$ cat config.mk
export PLATFORM = sky130hd
export DESIGN_NAME = kwg_keyword_gen
export DESIGN_NICKNAME = d
export VERILOG_FILES = /design/src/rtl/kwg_pkg.sv /design/src/rtl/kwg_nonce_expand.sv /design/src/rtl/kwg_word_pick.sv /design/src/rtl/kwg_tweak_sel.sv /design/src/rtl/kwg_keyword_gen.sv
export SDC_FILE = /design/constraint.sdc
export NUM_CORES = 1
export LEC_CHECK = 0
export CAP_MARGIN = 5
export CORE_AREA = 2 2 192 194
export DETAILED_ROUTE_END_ITERATION = 16
export DIE_AREA = 0 0 194 196
export PLACE_DENSITY = 0.69
export SLEW_MARGIN = 25
export SYNTH_ARGS = -nofsm -noshare
export SYNTH_HDL_FRONTEND = slang
export SYNTH_SLANG_ARGS = --single-unit
$ cat constraint.sdc
create_clock -name clk -period 7.8 [get_ports clk]
set_input_delay 0.78 -clock clk [delete_from_list [all_inputs] [get_ports clk]]
set_output_delay 0.78 -clock clk [all_outputs]
set_load 0.02 [all_outputs]
$ cat src/rtl/kwg_pkg.sv
package kwg_pkg;

    localparam int WORD_W    = 32;
    localparam int KEY_WORDS = 8;
    localparam int NONCE_IN  = 4;
    localparam int LEN_W     = 6;

    typedef logic [WORD_W-1:0] word_t;

    typedef enum logic [1:0] {
        PHASE_PLAIN0 = 2'd0,
        PHASE_KEYLEN = 2'd1,
        PHASE_PLAIN2 = 2'd2,
        PHASE_CARRY  = 2'd3
    } tweak_phase_e;

    typedef struct packed {
        word_t kw0;
        word_t kw1;
    } kw_pair_t;

    // Expanded nonce word for upper positions: offset minus user word.
    function automatic word_t nonce_upper(input int unsigned ofs, input word_t n);
        return word_t'(ofs) - n;
    endfunction

endpackage

$ cat src/rtl/kwg_nonce_expand.sv
module kwg_nonce_expand #(
    parameter int W   = kwg_pkg::WORD_W,
    parameter int NIN = kwg_pkg::NONCE_IN
) (
    input  logic [NIN*W-1:0]   nonce_i,
    output logic [2*NIN*W-1:0] nonce_x_o
);
    import kwg_pkg::*;

    for (genvar k = 0; k < NIN; k++) begin : g_words
        assign nonce_x_o[k*W +: W]       = nonce_i[k*W +: W];
        assign nonce_x_o[(NIN+k)*W +: W] = nonce_upper(k, nonce_i[k*W +: W]);
    end
endmodule

$ cat src/rtl/kwg_word_pick.sv
module kwg_word_pick #(
    parameter int W  = kwg_pkg::WORD_W,
    parameter int NW = kwg_pkg::KEY_WORDS,
    localparam int SEL_W = $clog2(NW)
) (
    input  logic [NW*W-1:0] words_i,
    input  logic [SEL_W-1:0] sel_i,
    output logic [W-1:0]     word_o
);
    always_comb begin
        word_o = '0;
        for (int k = 0; k < NW; k++) begin
            if (sel_i == SEL_W'(k)) word_o = words_i[k*W +: W];
        end
    end
endmodule

$ cat src/rtl/kwg_tweak_sel.sv
module kwg_tweak_sel #(
    parameter int W     = kwg_pkg::WORD_W,
    parameter int LEN_W = kwg_pkg::LEN_W,
    parameter int BIAS  = kwg_pkg::KEY_WORDS
) (
    input  logic [W-1:0]     idx_i,
    input  logic [LEN_W-1:0] key_len_i,
    output logic [W-1:0]     ctr_o,
    output logic [W-1:0]     tweak_o
);
    import kwg_pkg::*;

    logic [W:0]   ctr_wide;
    tweak_phase_e phase;

    assign ctr_wide = {1'b0, idx_i} + (W+1)'(BIAS);
    assign ctr_o    = ctr_wide[W-1:0];
    assign phase    = tweak_phase_e'(idx_i[1:0]);

    always_comb begin
        unique case (phase)
            PHASE_KEYLEN: tweak_o = {{(W-LEN_W-2){1'b0}}, key_len_i, 2'b00};
            PHASE_CARRY:  tweak_o = {{(W-2){1'b0}}, ctr_wide[W:W-1]};
            default:      tweak_o = '0;
        endcase
    end
endmodule

$ cat src/rtl/kwg_keyword_gen.sv
module kwg_keyword_gen #(
    parameter int W       = kwg_pkg::WORD_W,
    parameter int NW      = kwg_pkg::KEY_WORDS,
    parameter int NIN     = kwg_pkg::NONCE_IN,
    parameter int LEN_W   = kwg_pkg::LEN_W,
    parameter bit REG_OUT = 1'b1
) (
    input  logic               clk,
    input  logic               rst,
    input  logic               req_i,
    input  logic [W-1:0]       blk_idx_i,
    input  logic [LEN_W-1:0]   key_len_i,
    input  logic [NW*W-1:0]    key_words_i,
    input  logic [NIN*W-1:0]   nonce_i,
    output logic [W-1:0]       kw0_o,
    output logic [W-1:0]       kw1_o,
    output logic               kw_valid_o
);
    import kwg_pkg::*;

    localparam int SEL_W = $clog2(NW);

    logic [2*NIN*W-1:0] nonce_x;
    logic [SEL_W-1:0]   sel_lo, sel_hi;
    logic [W-1:0]       k_lo, k_hi, n_sel, ctr, tweak;
    kw_pair_t           pair_c;

    assign sel_lo = blk_idx_i[SEL_W-1:0];
    assign sel_hi = sel_lo + SEL_W'(NW/2);

    kwg_nonce_expand #(.W(W), .NIN(NIN)) u_nonce (
        .nonce_i   (nonce_i),
        .nonce_x_o (nonce_x)
    );

    kwg_word_pick #(.W(W), .NW(NW)) u_pick_lo (
        .words_i (key_words_i), .sel_i (sel_lo), .word_o (k_lo)
    );

    kwg_word_pick #(.W(W), .NW(NW)) u_pick_hi (
        .words_i (key_words_i), .sel_i (sel_hi), .word_o (k_hi)
    );

    kwg_word_pick #(.W(W), .NW(2*NIN)) u_pick_n (
        .words_i (nonce_x), .sel_i (sel_lo), .word_o (n_sel)
    );

    kwg_tweak_sel #(.W(W), .LEN_W(LEN_W), .BIAS(NW)) u_tweak (
        .idx_i     (blk_idx_i),
        .key_len_i (key_len_i),
        .ctr_o     (ctr),
        .tweak_o   (tweak)
    );

    assign pair_c.kw0 = k_lo;
    assign pair_c.kw1 = k_hi + n_sel + tweak + ctr;

    if (REG_OUT) begin : g_reg
        kw_pair_t pair_q;
        logic     valid_q;
        always_ff @(posedge clk) begin
            if (rst) begin
                pair_q  <= '0;
                valid_q <= 1'b0;
            end else begin
                valid_q <= req_i;
                if (req_i) pair_q <= pair_c;
            end
        end
        assign kw0_o      = pair_q.kw0;
        assign kw1_o      = pair_q.kw1;
        assign kw_valid_o = valid_q;
    end else begin : g_comb
        assign kw0_o      = pair_c.kw0;
        assign kw1_o      = pair_c.kw1;
        assign kw_valid_o = req_i;
    end
endmodule

== Word-level counts from Yosys, hierarchy flattened ==
Cells that the tools add are included.
Word-level totals
  input port bits: 425
  output and inout bits: 65
  logic and storage cells: 55
  bits in registers: 65
Cells by class
  eq/ne operators: 16
  multiplexer cells: 25
  reduce and logical (&&, ||, !) cells: 2
  $add $sub $neg: 9
Operators with widths (count)
  two-way mux 32 bit: 24
  adder 32 bit: 3
  subtractor 1 x 32 -> 32 bit, first input constant: 2
  subtractor 2 x 32 -> 32 bit, first input constant: 2
  adder 32 x 4 -> 33 bit, second input constant: 1
  equality test 3 bit, second input constant: 8
  one-hot mux 8 bit (2 select lines): 1
  equality test 3 x 2 -> 1 bit, second input constant: 4
  equality test 3 x 1 -> 1 bit, second input constant: 2
  zero test 3 bit: 2
  adder 3 bit, second input constant: 1
  equality test 2 x 1 -> 1 bit, second input constant: 1
  equality test 2 bit, second input constant: 1

== Depth between registers and ports, before layout ==
  depth after elaboration: 13
  gate-level depth with buffers: 25
  depth with buffers taken out: 23

== Cells and area by module ==
From an unflattened synthesis, not the netlist that was laid out.
Unflattened totals
  cell total of the unflattened synthesis: 2409
  area total of the unflattened synthesis: 17697.0 µm²
By module, submodules not included
  kwg_word_pick: area each 2626.3 µm², times used 3, sequential area each 0.0 µm², cells each 378
  kwg_keyword_gen: area each 5749.3 µm², times used 1, sequential area each 1301.2 µm², cells each 696
  kwg_nonce_expand: area each 3224.3 µm², times used 1, sequential area each 0.0 µm², cells each 460
  kwg_tweak_sel: area each 844.6 µm², times used 1, sequential area each 0.0 µm², cells each 119

== Worst setup path before layout ==
No wires, ideal clock.
  kind: input -> register
  start point: in blk_idx_i[0]
  end point: reg g_reg.pair_q (netlist bit kw1_o[31])
  setup slack: 1.356 ns
  arrival: 6.327 ns
  cell stages on the path: 22
  required time: 7.683 ns
  cell sequence: clkbuf_1 clkbuf_1 clkbuf_1 mux4_2 nand2_1 o21ai_0 fa_1 inv_1 fa_1 inv_1 ha_1 inv_1 fa_1 nor2b_1 o31ai_1 a21oi_1 a21oi_1 o311a_1 o41ai_1 a31oi_1 xnor3_1 a22o_1
Between the ends
  longest elaborated chain between the ends: 13
RTL lines
  start: declaration: RTL line kwg_keyword_gen.sv:11  | input logic [W-1:0] blk_idx_i,
  adder 3 bit: RTL line kwg_keyword_gen.sv:29  | assign sel_hi = sel_lo + SEL_W'(NW/2);
  zero test 3 bit: RTL line kwg_word_pick.sv:13  | if (sel_i == SEL_W'(k)) word_o = words_i[k*W +: W];
  two-way mux 32 bit (8 in a row): RTL line kwg_word_pick.sv:13
  adder 32 bit (2 in a row): RTL line kwg_keyword_gen.sv:56  | assign pair_c.kw1 = k_hi + n_sel + tweak + ctr;
  adder 32 bit (*): RTL line kwg_keyword_gen.sv:56
  end signal: assignment: RTL line kwg_keyword_gen.sv:67  | if (req_i) pair_q <= pair_c;
  end: declaration: RTL line kwg_keyword_gen.sv:59  | kw_pair_t pair_q;
Mark *: on every way between the ends. The rest lies on a longest branch, timed or not.
A chain may end at the register's enable or synchronous reset.

== Worst setup path after layout ==
  start point: in nonce_i[107]
  end point: reg g_reg.pair_q (netlist bit kw1_o[31])
Between the ends
  longest elaborated chain between the ends: 8
RTL lines
  start: declaration: RTL line kwg_keyword_gen.sv:14  | input logic [NIN*W-1:0] nonce_i,
  parallel branches: the longest is 4 deep, another holds subtractor 2 x 32 -> 32 bit
  two-way mux 32 bit (*): RTL line kwg_word_pick.sv:13
  adder 32 bit (*) (3 in a row): RTL line kwg_keyword_gen.sv:56
Mark *: on every way between the ends.

==> impl_metrics.py <==
metrics = {
    "sta": {
        "maxSlewViolCount": 0,
        "worstMarginPinSlew_ns": 1.01,
        "tns_ns": 0,
        "hold_ws_ns": 0.463,
        "setup_viol": 0,
        "hold_viol_final": 0,
        "rsz0062_at_grt": "no",
        "fin_skew_ns": 0,
        "max_freq_ghz": 0.145,
        "relSlewSlack": 0.329,
        "fin_crit_ns": 6.91,
        "finalCritPeriodShare": 0.885,
    },
    "synth": {
        "syn_avg_cell_area_um2": 7.78,
        "synth_edf_count": 0,
        "synthMuxAreaShare": 0.180,
        "synth_fa_ha_area_frac": 0.125,
        "yosysTopAreaCell": "mux4_2",
        "synth_compound_area_frac": 0.198,
        "synth_top_area_frac": 0.116,
        "ys_top_cells_by_count": "202 x nor2_1, 149 x nand2_1, 92 x a21oi_1, 92 x inv_1, 79 x xnor2_1",
        "synth_ff_type": "dfxtp_1",
        "synth_warnings": 0,
        "ys_seq_elements": 65,
        "yosys.area_share.simple": 0.223,
        "syn-num-nets": 2090,
        "ys_types": 81,
        "async_reset_ff_frac": 0,
        "yosysMostFrequentCell": "nor2_1",
        "synthXorXnorAreaFrac": 0.109,
        "synthesis.area_um2": 12200,
        "synth.area.top_cells": "mux4_2 12%, dfxtp_1 11%, fa_1 6.4%",
        "synthCells": 1567,
        "synth_seq_area_share": 0.107,
        "synth_top_family_by_area": "simple AND/OR/NAND/NOR gates",
    },
    "detailed_routing": {
        "routed_via_density": 5.81,
        "wl_per_cell_um": 24.9,
        "drt-pass1-iter-count": 6,
        "ant_nets": 0,
        "drt-total-wl_um": 61800,
        "drtIter0Drc": 1709,
        "drc_errors": 0,
        "vias": 14426,
    },
    "clock_network": {
        "clock_latency_ns": 0.34,
        "cts.sinks": 65,
        "numCtsBuffers": 9,
        "cts-hold-fix-buffers": 0,
        "postCtsSetupRepairBufs": 0,
        "root_buffer": "clkbuf_16",
        "ctsResizeCount": 0,
        "cts_max_level": 3,
        "clk_path_buf_depth": 2,
        "cts_tree": "built",
        "clk_pin_slew_worst_paths_ns": 0.06,
    },
    "grt": {
        "grt_pass1_vias": 13887,
        "grt_pass1_wl_um": 90800,
        "grt_use_total": 0.313,
        "grt_max_degree": 86,
        "antenna_found_initial": 1,
        "grt-ovfl-total": 0,
    },
    "power": {
        "power_density_nw_per_um2": 157,
        "total_power_uw": 2820,
        "p_leak_uw": 0.00687,
        "irDropWorstVdd_mv": 0.153,
    },
    "layout": {
        "layout-drive-gt1-share": 0.0784,
        "fin_cells": 2484,
        "num_antenna_cells": 0,
        "layout.nets": 2534,
        "area.growth.synth_to_final_pct": 47.0,
    },
    "critical_path": {
        "worstPathRequired_ns": 8.03,
        "arrival_ns": 7.13,
        "crit_fanout": 5,
        "crit_chain": "clkdlybuf4s50_1, or4_4, nand2b_4, or4_1, or4_1, xor2_1, a221oi_1, fa_1, inv_1, ha_1, ha_1, nand3_1, nand2b_1, o311a_1, o41ai_1, a31oi_1, xnor3_1, a22o_1",
        "cp_slowest_cell": "a221oi_1",
        "critPathKind": "primary input to flop",
        "worst_setup_path_end_kind": "flop",
        "max_stage_delay_ns": 0.62,
        "critPathLaunchType": "primary input",
    },
    "die": {
        "fp-row-count": 70,
        "design.core.area_um2": 36100,
        "die_h_um": 196,
        "dieArea_um2": 38000,
        "die_width_um": 194,
        "io_pins": 490,
        "start_util": 0.338,
    },
    "flow_run": {
        "max-cap-violations": 0,
    },
    "place": {
        "gp_congestion": 0.997,
        "io_buffers": 489,
        "dp_hpwl_um": 51700,
        "dp_cells": 2468,
    },
    "outcome": {
        "status": "finished clean",
    },
    "worst_hold_path": {
        "hp-class": "flop to flop",
    },
}
[cells in the final DEF, fill, tap and decap left out, types with 13 or more instances in the layout]
cell type,synthesis,layout
a311oi_1,19,19
nor4_1,30,30
mux2_2,14,14
o21ai_0,61,61
ha_1,59,59
nand2_1,149,149
a221oi_1,31,31
o221ai_1,13,13
dfxtp_1,65,65
or3_1,21,21
a21oi_1,92,92
mux2i_1,62,62
fa_1,39,39
nor3_1,44,42
nor2_1,202,201
clkdlybuf4s50_1,0,484
xnor2_1,79,79
mux4_2,63,63
o22ai_1,16,16
buf_4,0,40
and3_1,17,17
a31oi_1,16,16
xor2_1,70,70
nand3_1,37,37
inv_1,92,91
nand2b_1,13,13
a211oi_1,32,32
[routing by layer]
layer	vias to the layer above	wire (um)	GRT usage
li1	6664	-	-
met1	6842	27200	0.445
met2	824	27900	0.500
met3	94	5340	0.0478
met4	2	1380	0.0671
met5	-	13	0
[logic make-up after synthesis]
kind of cell | count (synthesis)
AOI/OAI and AO/OA | 356
xor gates and xnor gates | 150
adders and majority gates | 98
buffers and inverters | 188
DFF | 65
muxes | 139
and+or+nand+nor | 571
[where the power goes]
part	leakage [uW]	internal (uW)	switching, uW	total, uW
Sequential	0.000539	413	47.2	460
Clock	0.000131	224	176	400
Combinational	0.00620	907	1050	1960
[final timing paths]
check                           slack, ns  depth (start not counted)        end    startpoint
worst max register to register       6.92                          2  kw1_o[21]     kw1_o[21]
worst min-delay path                 0.46                          2  kw1_o[20]     kw1_o[20]
worst max-delay path                 0.89                         18  kw1_o[31]  nonce_i[107]
worst min register to register       0.46                          2  kw1_o[20]     kw1_o[20]
[worst max-delay path: cells and delay by family]
family	cells	cell delay (ns)
fa+ha+maj	3	1.12
buf+inv	2	0.56
simple gates	6	2.18
compound gates	5	1.91
xor+xnor	2	0.55
[metrics by stage]
step | setup WS [ns] | cell area, um2 | util
finish | 0.894 | 17900 | 0.496
global route | 0.497 | 17900 | 0.496
CTS | 0.921 | 17900 | 0.496
detailed placement | 0.607 | 17600 | 0.489
global placement | 0.716 | 17600 | 0.489
floorplan | 1.36 | 12200 | -
[flip-flops by register name, summed over array words and instances (netlist names)]
name        count
kw0_o          32
kw1_o          32
kw_valid_o      1
[cell type report]
type                       instances  area (um2)
timing repair buffer             529        5210
multi-input combinational       1314       10200
clock buffer                      10         239
sequential                        65        1300
inverter                          92         347
clock inverter                     6        41.3
tap                              468         586
fill                            3544       18200
Note: power is estimated with default switching activity, not from simulation.
